$ cat src/rtl/wdog_pkg.sv
// Package: shared types and register layout for the two-phase watchdog.
// Assumes the phase length fields are LEN_W bits wide and hold length-1.
package wdog_pkg;
    localparam int LEN_W = 5;

    // control word bit positions
    localparam int EN_BIT  = 0;
    localparam int IE1_BIT = 1;
    localparam int IE2_BIT = 2;
    localparam int MODE_LO = 4;
    localparam int LEN1_LO = 8;
    localparam int LEN2_LO = 16;

    // word indices
    localparam logic [1:0] ADDR_CTRL = 2'd0;
    localparam logic [1:0] ADDR_PING = 2'd1;
    localparam logic [1:0] ADDR_STAT = 2'd2;

    // reset scope codes
    localparam logic [1:0] MODE_SOC  = 2'b00;
    localparam logic [1:0] MODE_CPU  = 2'b01;
    localparam logic [1:0] MODE_SW   = 2'b10;
    localparam logic [1:0] MODE_RSVD = 2'b11;

    typedef enum logic [1:0] {
        PH_IDLE = 2'd0,
        PH_ONE  = 2'd1,
        PH_TWO  = 2'd2
    } phase_t;

    typedef struct packed {
        logic             en;
        logic             ie1;
        logic             ie2;
        logic [1:0]       mode;
        logic [LEN_W-1:0] len1;
        logic [LEN_W-1:0] len2;
    } wd_cfg_t;
endpackage

$ cat src/rtl/wdog_regs.sv
// Register file: holds the control fields and sticky status flags, decodes
// pings and drives the read mux. Exposes both the current control value and
// the value it takes at the next edge, so the phase logic can act on a write
// in the cycle it happens. Assumes single-cycle writes with no wait states.
module wdog_regs
    import wdog_pkg::*;
(
    input  logic        clk,
    input  logic        rst_n,
    input  logic        we,
    input  logic [1:0]  addr,
    input  logic [31:0] wdata,
    input  logic        set1,
    input  logic        set2,
    output logic [31:0] rdata,
    output wd_cfg_t     cfg_q,
    output wd_cfg_t     cfg_d,
    output logic        ping,
    output logic        sts1,
    output logic        sts2
);
    logic ctrl_wr;
    logic clr1;
    logic clr2;
    logic unused_wbits;

    assign ctrl_wr = we && (addr == ADDR_CTRL);
    assign ping    = we && (addr == ADDR_PING);
    assign clr1    = we && (addr == ADDR_STAT) && wdata[0];
    assign clr2    = we && (addr == ADDR_STAT) && wdata[1];
    assign unused_wbits = ^{wdata[31:21], wdata[15:13], wdata[7:6], wdata[3]};

    // next control value; the reserved scope code is dropped
    always_comb begin
        cfg_d = cfg_q;
        if (ctrl_wr) begin
            cfg_d.en   = wdata[EN_BIT];
            cfg_d.ie1  = wdata[IE1_BIT];
            cfg_d.ie2  = wdata[IE2_BIT];
            cfg_d.len1 = wdata[LEN1_LO +: LEN_W];
            cfg_d.len2 = wdata[LEN2_LO +: LEN_W];
            if (wdata[MODE_LO +: 2] != MODE_RSVD) begin
                cfg_d.mode = wdata[MODE_LO +: 2];
            end
        end
    end

    // control register
    always_ff @(posedge clk) begin
        if (!rst_n) begin
            cfg_q <= '{en: 1'b0, ie1: 1'b0, ie2: 1'b0, mode: MODE_CPU,
                       len1: {LEN_W{1'b1}}, len2: {LEN_W{1'b1}}};
        end else begin
            cfg_q <= cfg_d;
        end
    end

    // sticky status flags, a set beats a same-cycle clear
    always_ff @(posedge clk) begin
        if (!rst_n) begin
            sts1 <= 1'b0;
            sts2 <= 1'b0;
        end else begin
            sts1 <= set1 | (sts1 & ~clr1);
            sts2 <= set2 | (sts2 & ~clr2);
        end
    end

    // read mux
    always_comb begin
        rdata = '0;
        unique case (addr)
            ADDR_CTRL: begin
                rdata[EN_BIT]               = cfg_q.en;
                rdata[IE1_BIT]              = cfg_q.ie1;
                rdata[IE2_BIT]              = cfg_q.ie2;
                rdata[MODE_LO +: 2]         = cfg_q.mode;
                rdata[LEN1_LO +: LEN_W]     = cfg_q.len1;
                rdata[LEN2_LO +: LEN_W]     = cfg_q.len2;
            end
            ADDR_STAT: rdata[1:0] = {sts2, sts1};
            default:   rdata = '0;
        endcase
    end
endmodule

$ cat src/rtl/wdog_prescale.sv
// Prescaler: divides the bus clock by TICK_DIV into a one-cycle tick strobe.
// A clear holds the count at zero and suppresses the tick. Assumes TICK_DIV >= 1.
module wdog_prescale #(
    parameter int TICK_DIV = 2**28
) (
    input  logic clk,
    input  logic rst_n,
    input  logic clr,
    output logic tick
);
    localparam int PW = (TICK_DIV > 1) ? $clog2(TICK_DIV) : 1;
    localparam logic [PW-1:0] LAST = PW'(TICK_DIV - 1);

    logic [PW-1:0] pre_q;

    assign tick = !clr && (pre_q == LAST);

    // divide counter, wraps at LAST
    always_ff @(posedge clk) begin
        if (!rst_n || clr) begin
            pre_q <= '0;
        end else if (pre_q == LAST) begin
            pre_q <= '0;
        end else begin
            pre_q <= pre_q + 1'b1;
        end
    end
endmodule

$ cat src/rtl/wdog_phase_ctl.sv
// Phase sequencer: walks idle -> phase 1 -> phase 2 -> phase 1 on ticks,
// latching each phase's length (field value, length-1) when it starts.
// Assumes en_d/len*_d are the control values that hold after this edge.
module wdog_phase_ctl
    import wdog_pkg::*;
(
    input  logic             clk,
    input  logic             rst_n,
    input  logic             en_d,
    input  logic [LEN_W-1:0] len1_d,
    input  logic [LEN_W-1:0] len2_d,
    input  logic             ping,
    input  logic             tick,
    output phase_t           phase_q,
    output logic [LEN_W-1:0] cnt_q,
    output logic [LEN_W-1:0] lim_q,
    output logic             pre_clr,
    output logic             exp1,
    output logic             exp2,
    output logic             rst_req
);
    logic at_lim;

    assign at_lim  = (cnt_q == lim_q);
    assign exp1    = en_d && (phase_q == PH_ONE) && !ping && tick && at_lim;
    assign exp2    = en_d && (phase_q == PH_TWO) && tick && at_lim;
    assign pre_clr = !en_d || (phase_q == PH_IDLE) || ((phase_q == PH_ONE) && ping);

    // phase state, tick count and latched limit
    always_ff @(posedge clk) begin
        if (!rst_n) begin
            phase_q <= PH_IDLE;
            cnt_q   <= '0;
            lim_q   <= '0;
            rst_req <= 1'b0;
        end else begin
            rst_req <= exp2;
            if (!en_d) begin
                phase_q <= PH_IDLE;
                cnt_q   <= '0;
            end else begin
                unique case (phase_q)
                    PH_IDLE: begin
                        phase_q <= PH_ONE;
                        cnt_q   <= '0;
                        lim_q   <= len1_d;
                    end
                    PH_ONE: begin
                        if (ping) begin
                            cnt_q <= '0;
                            lim_q <= len1_d;
                        end else if (tick) begin
                            if (at_lim) begin
                                phase_q <= PH_TWO;
                                cnt_q   <= '0;
                                lim_q   <= len2_d;
                            end else begin
                                cnt_q <= cnt_q + 1'b1;
                            end
                        end
                    end
                    PH_TWO: begin
                        if (tick) begin
                            if (at_lim) begin
                                phase_q <= PH_ONE;
                                cnt_q   <= '0;
                                lim_q   <= len1_d;
                            end else begin
                                cnt_q <= cnt_q + 1'b1;
                            end
                        end
                    end
                    default: begin
                        phase_q <= PH_IDLE;
                        cnt_q   <= '0;
                    end
                endcase
            end
        end
    end
endmodule

$ cat src/rtl/twophase_wdog.sv
// Top: two-phase watchdog. Connects the register file, prescaler and phase
// sequencer, and gates the sticky flags with their interrupt enables.
// Assumes one bus clock domain and a synchronous active-low reset.
module twophase_wdog
    import wdog_pkg::*;
#(
    parameter int TICK_DIV = 2**28
) (
    input  logic        clk,
    input  logic        rst_n,
    input  logic        reg_we,
    input  logic [1:0]  reg_addr,
    input  logic [31:0] reg_wdata,
    output logic [31:0] reg_rdata,
    output logic        irq_pre,
    output logic        irq_tmo,
    output logic        reset_req,
    output logic [1:0]  reset_mode
);
    wd_cfg_t          cfg_q;
    wd_cfg_t          cfg_d;
    logic             ping;
    logic             sts1;
    logic             sts2;
    logic             tick;
    logic             pre_clr;
    logic             exp1;
    logic             exp2;
    phase_t           phase_q;
    logic [LEN_W-1:0] cnt_q;
    logic [LEN_W-1:0] lim_q;

    wdog_regs u_regs (
        .clk   (clk),
        .rst_n (rst_n),
        .we    (reg_we),
        .addr  (reg_addr),
        .wdata (reg_wdata),
        .set1  (exp1),
        .set2  (exp2),
        .rdata (reg_rdata),
        .cfg_q (cfg_q),
        .cfg_d (cfg_d),
        .ping  (ping),
        .sts1  (sts1),
        .sts2  (sts2)
    );

    wdog_prescale #(.TICK_DIV(TICK_DIV)) u_pre (
        .clk   (clk),
        .rst_n (rst_n),
        .clr   (pre_clr),
        .tick  (tick)
    );

    wdog_phase_ctl u_seq (
        .clk     (clk),
        .rst_n   (rst_n),
        .en_d    (cfg_d.en),
        .len1_d  (cfg_d.len1),
        .len2_d  (cfg_d.len2),
        .ping    (ping),
        .tick    (tick),
        .phase_q (phase_q),
        .cnt_q   (cnt_q),
        .lim_q   (lim_q),
        .pre_clr (pre_clr),
        .exp1    (exp1),
        .exp2    (exp2),
        .rst_req (reset_req)
    );

    // interrupt gating and scope output
    always_comb begin
        irq_pre    = sts1 & cfg_q.ie1;
        irq_tmo    = sts2 & cfg_q.ie2;
        reset_mode = cfg_q.mode;
    end
endmodule

$ cat config.mk
export PLATFORM = sky130hd
export DESIGN_NAME = twophase_wdog
export DESIGN_NICKNAME = d
export VERILOG_FILES = /design/src/rtl/wdog_pkg.sv /design/src/rtl/wdog_regs.sv /design/src/rtl/wdog_prescale.sv /design/src/rtl/wdog_phase_ctl.sv /design/src/rtl/twophase_wdog.sv
export SDC_FILE = /design/constraint.sdc
export NUM_CORES = 1
export LEC_CHECK = 0
export BUFFER_PORTS_ARGS = -buffer_cell sky130_fd_sc_hd__buf_2
export CAP_MARGIN = 10
export CORE_MARGIN = 3
export CORE_UTILIZATION = 57
export DETAILED_ROUTE_END_ITERATION = 10
export GPL_ROUTABILITY_DRIVEN = 0
export PLACE_DENSITY = 0.85
export RECOVER_POWER = 50
export SYNTH_ARGS = -nofsm -noshare
export SYNTH_HDL_FRONTEND = slang
export SYNTH_SLANG_ARGS = --single-unit
$ cat constraint.sdc
create_clock -name clk -period 4.55 [get_ports clk]
set_input_delay 1.1375 -clock clk [delete_from_list [all_inputs] [get_ports clk]]
set_output_delay 1.1375 -clock clk [all_outputs]
set_load 0.01 [all_outputs]
==> results of run 1 <==
## power breakdown
part / leakage [uW] / internal (uW) / switching (uW)
clock network: 0.0000945 / 267 / 208
registers: 0.000470 / 517 / 6.35
logic: 0.000776 / 34.7 / 47.1
## cell usage after synthesis (2+ instances only)
| library cell | number |
|---|---|
| buf_4 | 20 |
| nand3_1 | 24 |
| o21ai_0 | 5 |
| and4_1 | 6 |
| xor2_1 | 23 |
| a21boi_0 | 2 |
| mux4_2 | 5 |
| mux2i_1 | 7 |
| nor2_1 | 42 |
| or3_1 | 3 |
| and2_1 | 17 |
| nand4_1 | 12 |
| a21oi_1 | 5 |
| nand4b_1 | 4 |
| clkbuf_1 | 6 |
| xnor2_1 | 9 |
| nand2b_1 | 3 |
| nor3_1 | 3 |
| and3_1 | 5 |
| ha_1 | 5 |
| nand2_1 | 45 |
| dfxtp_1 | 58 |
| buf_2 | 3 |
| inv_1 | 5 |
## sequential cells by signal, summed over array words and instances (netlist names)
name,cells
u_seq.rst_req,1
u_seq.phase_q,2
u_regs.sts2,1
u_seq.cnt_q,5
u_seq.lim_q,5
u_regs.sts1,1
u_pre.pre_q,28
u_regs.cfg_q,15
## final cells by class
class / instances / area share [%]
Multi-Input combinational cell: 260 / 49.6
Timing Repair Buffer: 40 / 5.81
Sequential cell: 58 / 35.2
Tap cell: 67 / 2.54
Inverter: 5 / 0.570
Clock inverter: 6 / 2.01
Clock buffer: 10 / 4.18
## worst max path at each step
| stage | startpoint | to | slack [ps] | cells after the start |
|---|---|---|---|---|
| 2_1_floorplan | reg_addr[1] | reg_rdata[10] | 1590 | 4 |
| 3_3_place_gp | reg_addr[1] | reg_rdata[20] | 1220 | 4 |
| 3_5_place_dp | reg_addr[1] | reg_rdata[20] | 1190 | 4 |
| 4_1_cts | reg_addr[1] | reg_rdata[20] | 1190 | 4 |
| 5_1_grt | reg_addr[1] | u_pre.pre_q[25] | 690 | 6 |
| 6_report | reg_addr[1] | u_pre.pre_q[25] | 1010 | 6 |
## routing by layer
layer / track usage [%] / share of wire, %
met1: 23.0 / 42
met2: 34.6 / 52
met3: 7.91 / 4.7
met4: 5.94 / 1.5
met5: 0 / 0
## kinds of logic (layout without fill, tap and decap cells)
family,after synthesis,count (layout),share of synthesized area [%]
mux,13,13,6.91
buf+inv,35,61,7.33
simple gates,173,173,29.8
compound gates,20,20,5.14
other cells,1,17,0.126
flops,58,58,39.1
fa+ha+maj,5,5,2.11
xor+xnor,32,32,9.44
## cell usage in the layout (no fill, tap or decap), drive strengths merged, types with 3 or more instances in the layout
cell type and instances:
clkbuf 17, and3 5, nor2 42, or3 3, conb 17, mux4 5
xor2 23, nand4 12, nand2b 4, o21ai 6, nor3 4, buf 33
nand2 45, clkinvlp 3, nand4b 4, dfxtp 58, and2 17, nand3 24
ha 5, a21oi 6, inv 5, xnor2 9, mux2i 8, and4 6
## stage by stage
| stage | setup slack, ps | instance area (sq um) |
|---|---|---|
| 3_3_place_gp | 1220 | 3120 |
| 2_1_floorplan | 1590 | 3030 |
| 4_1_cts | 1190 | 3320 |
| 6_report | 1010 | 3290 |
| 3_5_place_dp | 1190 | 3120 |
| 5_1_grt | 694 | 3290 |
==> metrics.txt, run 1 <==
Mapped Cells=337; Placed Cells=430; crit path kind=primary input to register; r2r worst-path depth=7; Yosys Warn Count=0; Post-synth EDFFs=0; Initial Utilization=60.8%; r2r setup slk=2020 ps; routed wire length=5630 microns; layout cells sized above 1=16.4%; area of the multi-input gates=1640 sq um; row cnt=25; Max transition margin=21.3%; Yosys cell types=44; Hold-fix buffers, CTS=0; gr ovfl total=0; first-pass GRT wire length=9780 microns; status=complete, no violations; CP dominant cell by count=clkbuf_1; vias in the first global route=2245; vias post-DR=2371; Worst Path Max Fanout=28; hpwl dp=4140 microns; total power=1080 uW; HP Class=register to register; initial antenna violation count=0; root buffer cell=clkbuf_8; post-route ant nets=0; # clock sinks=58; Finish-stage setup viols=0; f_max=282 MHz; Synth area leader=dfxtp_1; hold-critical path endpoint=u_pre.pre_q[0]; worst hold path stage count=1; Worst-Margin Slew=1180 ps; final core utilization=67.5%; die height=78.2 microns; Primary FF master, synth=dfxtp_1; Post-synth ARST share=0%; main area contributors after synthesis=dfxtp_1, xor2_1, nand2_1, nor2_1, buf_4; sequential cell area=1160 sq um; post_cts resized=0; postcts setup bufs=0; Synth Cell Area=2970 sq um; CP required=4730 ps; Sum Neg Setup Slack=0 ps; clock skew=6.47 ps; diodes inserted=0; # port buffers=39; # fillers=413; area grow syn2layout=11.0%; Remaining DRCs=0; die width=78.2 microns; LEAKAGE=0.00134 uW; startpoint types=primary input; H-tree levels=3; CP delay by family, top=buffers and inverters; GRT Resource Usage Total=20.1%; Synth Area per Inst=8.81 sq um; largest net degree at the start of global routing=29; Max IR drop VDD=0.000242 V; hold_ws=478 ps; slowest CP cell=clkbuf_1; Iter 0 DRT Violations=98; DIE AREA=6110 sq um; HP Start=u_pre.pre_q[0]; Final Critical Period=3540 ps; router iterations before antenna repair=4; post-synthesis register bit count=58; max incr delay on CP=880 ps; crit-path cells=clkbuf_1, or3b_1, mux2i_1, nand4b_1, clkbuf_1, nor2_1; Final period util=77.8%; DR vias/cell=5.32; Crit Reg-Reg Endpoint=u_pre.pre_q[25]; Nets=416; wire per inst=12.6 microns; worst r2r src=u_pre.pre_q[0]; Slew Viols, Final=0; Max clock buf depth=2; Inserted Clock Buffers=9; post-synthesis sequential area ratio=39.1%; worst-skew pair later-pin latency=340 ps; Synth top area share=39.1%; Critical Path AT=3720 ps; RSZ-0062 raised after global routing=no; final hold vios=0; Worst Path Buf+Inv=2; io pins=74; Max Cap Viol=0; critical path endpoint category=register; Power Density=328 nW/um^2; non-filler cells, final=446; clk slew on worst S/H paths=70 ps; CORE AREA=4880 sq um; TritonCTS clock tree=yes
Note: power is estimated with default switching activity, not from simulation.
==> run 2, diff against run 1 <==
ABC_AREA = 1   (was unset)
CORE_UTILIZATION = 54   (was 57)
PLACE_DENSITY = 0.8   (was 0.85)
clock period = 3.54 ns   (was 4.55 ns; I/O delays follow)
==> run 2 against run 1 <==
Compared with the run above:
- area after synthesis up 8.0%
- combinational power up 48%
- critical path depth down 1
- critical path type is now primary input to output pin
- worst hold slack worse by 11 ps
- largest cell class unchanged
- clock-buffer cell count up 1
- sequential share of layout area down 2.6 points
- synthesized cell count up 41%
- clock power up 42%
- largest power group unchanged
==> metrics.txt, run 2 <==
first-pass GRT wire length=11400 microns (+16%); Slew Viols, Final=0 (unchanged); Max clock buf depth=2 (unchanged); H-tree levels=3 (unchanged); f_max=346 MHz; area grow syn2layout=11.0% (about the same); clk slew on worst S/H paths=60 ps (about the same); CORE AREA=5640 sq um (+16%); gr ovfl total=0 (unchanged); Yosys cell types=33 (-25%); startpoint types=primary input; DR vias/cell=4.86 (-8.6%); post-route ant nets=0 (unchanged); Power Density=413 nW/um^2 (+26%); layout cells sized above 1=14.0% (-2.3 points); io pins=74 (unchanged); diodes inserted=0 (unchanged); # fillers=518 (+25%); Max Cap Viol=0 (unchanged); Inserted Clock Buffers=9 (unchanged); clock skew=9.79 ps (+3.31 ps); largest net degree at the start of global routing=19 (-34%); final hold vios=0 (unchanged); HP Class=register to register; Final period util=81.7%; Primary FF master, synth=dfxtp_1; top-count cell post-synth=nand2_1; Regs by FF count=u_pre.pre_q: 28 flops, u_regs.cfg_q: 15 flops; Yosys Warn Count=0 (unchanged); wire per inst=10.7 microns (-15%); worst-skew pair later-pin latency=340 ps (about the same); max reg flops=28 (unchanged); row cnt=27 (+8.0%); most common cell after layout, fill and taps aside=nand2_1; Final Critical Period=2890 ps; Nets=557 (+34%); Finish-stage setup viols=0 (unchanged); final core utilization=63.1% (-4.4 points); post_cts resized=0 (unchanged); Synth top area share=36.2% (-2.9 points); post-synthesis register bit count=58 (unchanged); root buffer cell=clkbuf_8; Synth Cell Area=3210 sq um (+8.0%); routed wire length=6350 microns (+13%); Hold-fix buffers, CTS=0 (unchanged); r2r worst-path depth=12 (+5); Synth Area per Inst=6.77 sq um (-23%); vias post-DR=2878 (+21%); LEAKAGE=0.00173 uW (+29%); Max transition margin=58.9% (+38 points); DP Worst Slack=805 ps (-388 ps); status=complete, no violations; # port buffers=39 (unchanged); # clock sinks=58 (unchanged); Initial Utilization=56.9% (-4.0 points); sequential cell area=1160 sq um (unchanged); die height=83.1 microns (+6.3%); crit path kind=primary input to output pin; Worst-Margin Slew=614 ps (-567 ps); RSZ-0062 raised after global routing=no; post-synthesis sequential area ratio=36.2% (-2.9 points); Remaining DRCs=0 (unchanged); Synth area leader=dfxtp_1; router iterations before antenna repair=4 (unchanged); main area contributors after synthesis=dfxtp_1, nand2_1, inv_1, nor2_1, buf_4; die width=83.1 microns (+6.3%); Post-synth ARST share=0% (unchanged); Top reg by flops=u_pre.pre_q; GRT Resource Usage Total=19.8% (-0.29 points); Post-synth top cells=nand2_1, inv_1, nor2_1; CP required=2650 ps (-2080 ps); TritonCTS clock tree=yes; vias in the first global route=2752 (+23%); worst hold path stage count=2 (+1); Max IR drop VDD=0.000380 V (+57%); Worst Path Max Fanout=14 (-50%); Post-synth EDFFs=0 (unchanged); area of the multi-input gates=1610 sq um (-1.3%); postcts setup bufs=0 (unchanged); Iter 0 DRT Violations=68 (-31%); hpwl dp=4840 microns (+17%); initial antenna violation count=0 (unchanged); critical path endpoint category=output pin; most frequent cells in the layout=nand2_1, inv_1, nor2_1; Sum Neg Setup Slack=0 ps (unchanged); DIE AREA=6900 sq um (+13%); Mapped Cells=474 (+41%); final worst slack=648 ps (-360 ps); Critical Path AT=2010 ps (-1710 ps)
## run 2: cell count changes after synthesis, sizes merged, moves of 5 or more
cell / previous run / this run
and4: 6 / 0
inv: 5 / 73
nand2: 45 / 108
nor2: 42 / 74
o21ai: 6 / 26
or2: 0 / 11
mux4: 5 / 0
mux2i: 8 / 0
and2: 17 / 0
xor2: 23 / 5
and3: 5 / 0
a21oi: 6 / 20
## run 2: layout make-up
cell class | instances | share of cell area [%]
clock inverter | 5 | 2.18
sequential | 58 | 32.6
clock buffer | 11 | 3.97
multi-input combinational | 331 | 45.3
inverter | 75 | 7.91
timing repair buffer | 40 | 5.48
tap | 72 | 2.53
## run 2: final timing paths
kind,startpoint,end,slack (ps)
max,reg_addr[1],reg_rdata[0],650
min,u_regs.cfg_q[12],u_regs.cfg_q[12],470
max reg2reg,u_pre.pre_q[0],u_seq.lim_q[2],1310
min reg2reg,u_regs.cfg_q[12],u_regs.cfg_q[12],470
## run 2: power breakdown
part | internal [uW] | switching (uW)
Sequential | 667 | 7.63
Combinational | 43.0 | 77.7
Clock | 413 | 261
Total | 1120 | 347
## run 2: logic make-up after synthesis
kind of cell	share of synthesized area, %
AO/OA/AOI/OAI	8.58
XOR/XNOR	3.55
adder cells (fa/ha/maj)	1.95
buffers and inverters	14.2
flip-flops	36.2
other	0.117
AND/OR/NAND/NOR	35.4
## run 2: stage by stage
step                hold slack, ps  cells  power (uW)  area (sq um)
floorplan                      430    490         793          3270
global placement               444    576         813          3390
detailed placement             457    576         816          3390
CTS                            471    592        1490          3600
global route                   498    592        1540          3560
finish                         467    592        1470          3560
## run 2: routing by layer
metal	track usage [%]	part of all wire (%)
met5	0	0
met4	5.35	1.0
met3	6.65	5.1
met2	36.7	50
met1	21.4	44
## run 2: worst max-delay path, stage by stage
cell and delay [ps]:
clkbuf_1 120, nor2_1 280, inv_1 280, o21ai_0 270
buf_2 170
==> run 3, diff against run 2 <==
clock period = 3 ns   (was 3.54 ns; I/O delays follow)
==> run 3 against run 2 <==
Compared with the run above:
- critical path depth unchanged
- power increased by 5.4%
- worst hold slack got worse by 5.8 ps
- flip-flop and latch count unchanged
- global-route usage decreased by 0.47 points
- wire length increased by 0.69%
- largest cell class unchanged
- sequential share of layout area increased by 0.35 points
- die area unchanged
- utilization decreased by 0.67 points
- via count decreased by 1.2%
- critical path type unchanged
==> metrics.txt, run 3 (same netlist as run 2, synthesis figures left out) <==
Max Cap Viol=0 (unchanged); DIE AREA=6900 sq um (unchanged); hold_ws=461 ps (-5.80 ps); vias post-DR=2844 (-1.2%); Max IR drop VDD=0.000337 V (-11%); DP Worst Slack=572 ps (-233 ps); Worst Path Max Fanout=14 (unchanged); Initial Utilization=56.9% (unchanged); Final Cell Area=3520 sq um (-1.1%); largest net degree at the start of global routing=19 (unchanged); status=complete, no violations; postcts setup bufs=0 (unchanged); startpoint types=primary input; # fillers=533 (+2.9%); HP Class=register to register; Iter 0 DRT Violations=119 (+75%); f_max=382 MHz; post_cts resized=0 (unchanged); Slew Viols, Final=0 (unchanged); layout cells sized above 1=13.8% (-0.19 points); final worst slack=380 ps (-267 ps); # clock sinks=58 (unchanged); Critical Path Start=reg_addr[1]; io pins=74 (unchanged); placed cell areas=3390 sq um (unchanged); clock skew=4.87 ps (-4.91 ps); Hold-fix buffers, CTS=0 (unchanged); LEAKAGE=0.00171 uW (-1.4%); worst-skew pair later-pin latency=330 ps (about the same); row cnt=27 (unchanged); Inserted Clock Buffers=9 (unchanged); clk slew on worst S/H paths=60 ps (about the same); GRT Resource Usage Total=19.3% (-0.47 points); Sum Neg Setup Slack=0 ps (unchanged); Max clock buf depth=2 (unchanged); H-tree levels=3 (unchanged); worst r2r src=u_pre.pre_q[0]; final hold vios=0 (unchanged); post-route ant nets=0 (unchanged); root buffer cell=clkbuf_8; most common cell after layout, fill and taps aside=nand2_1; RSZ-0062 raised after global routing=no; final core utilization=62.5% (-0.67 points); Regs by FF count=u_pre.pre_q: 28 flops, u_regs.cfg_q: 15 flops; most frequent cells in the layout=nand2_1, inv_1, nor2_1; vias in the first global route=2626 (-4.6%); first-pass GRT wire length=11100 microns (-2.6%); max reg flops=28 (unchanged); hpwl dp=4760 microns (-1.5%); critical path endpoint category=output pin; wire per inst=10.8 microns (+0.69%); Power Density=440 nW/um^2 (+6.5%); Nets=557 (unchanged); die width=83.1 microns (unchanged); initial antenna violation count=0 (unchanged); gr ovfl total=0 (unchanged); sequential cell area=1160 sq um (unchanged); area grow syn2layout=9.83%; Remaining DRCs=0 (unchanged); routed wire length=6400 microns (+0.69%); die height=83.1 microns (unchanged); TritonCTS clock tree=yes; crit path kind=primary input to output pin; CORE AREA=5640 sq um (unchanged); area of the multi-input gates=1630 sq um (+1.2%); # port buffers=39 (unchanged); router iterations before antenna repair=4 (unchanged); Top reg by flops=u_pre.pre_q; Final period util=87.3%; Critical Path AT=1870 ps (-140 ps); Finish-stage setup viols=0 (unchanged); DR vias/cell=4.80 (-1.2%); HP Start=u_pre.pre_q[0]; diodes inserted=0 (unchanged); Final Critical Period=2620 ps; CP required=2250 ps (-400 ps)
## run 3: cell types whose count changed in the layout (fill, tap and decap cells not counted), sizes merged
cell      before  now
clkbuf        17   20
bufinv         2    0
buf           34   33
clkinv         4    5
clkinvlp       1    0
## run 3: final timing paths
check / to / slack (ps) / cells past startpoint
min reg2reg: u_pre.pre_q[0] / 460 / 1
min: u_pre.pre_q[0] / 460 / 1
max reg2reg: u_seq.lim_q[2] / 1040 / 12
max: reg_rdata[0] / 380 / 5
## run 3: critical path: stages
cell      delay (ps)
clkbuf_1         130
nor2_1           290
inv_1            270
o21ai_0          250
buf_2            180
## run 3: routing by layer
| metal | up-vias | global-route usage, % | routed length [microns] |
|---|---|---|---|
| met2 | 66 | 34.3 | 3150 |
| met5 | - | 0 | 0 |
| li1 | 1530 | - | - |
| met3 | 9 | 6.85 | 346 |
| met4 | 0 | 5.79 | 73 |
| met1 | 1239 | 21.6 | 2830 |
## run 3: area by class of cell
type                       count  area share [%]
multi-input combinational    331            46.3
sequential                    58            33.0
inverter                      75            7.99
timing repair buffer          40            5.50
clock buffer                  13            4.23
tap                           72            2.56
clock inverter                 3           0.426
## run 3: power by group
part	switching [uW]	total [uW]	internal (uW)
Clock	288	606	318
Combinational	93.6	146	52.7
Sequential	9.14	796	787
Total	390	1550	1160
## run 3: metrics by stage
step / std cells / total power [uW]
3_5_place_dp: 576 / 962
4_1_cts: 592 / 1570
2_1_floorplan: 490 / 936
3_3_place_gp: 576 / 960
5_1_grt: 592 / 1630
6_report: 592 / 1550
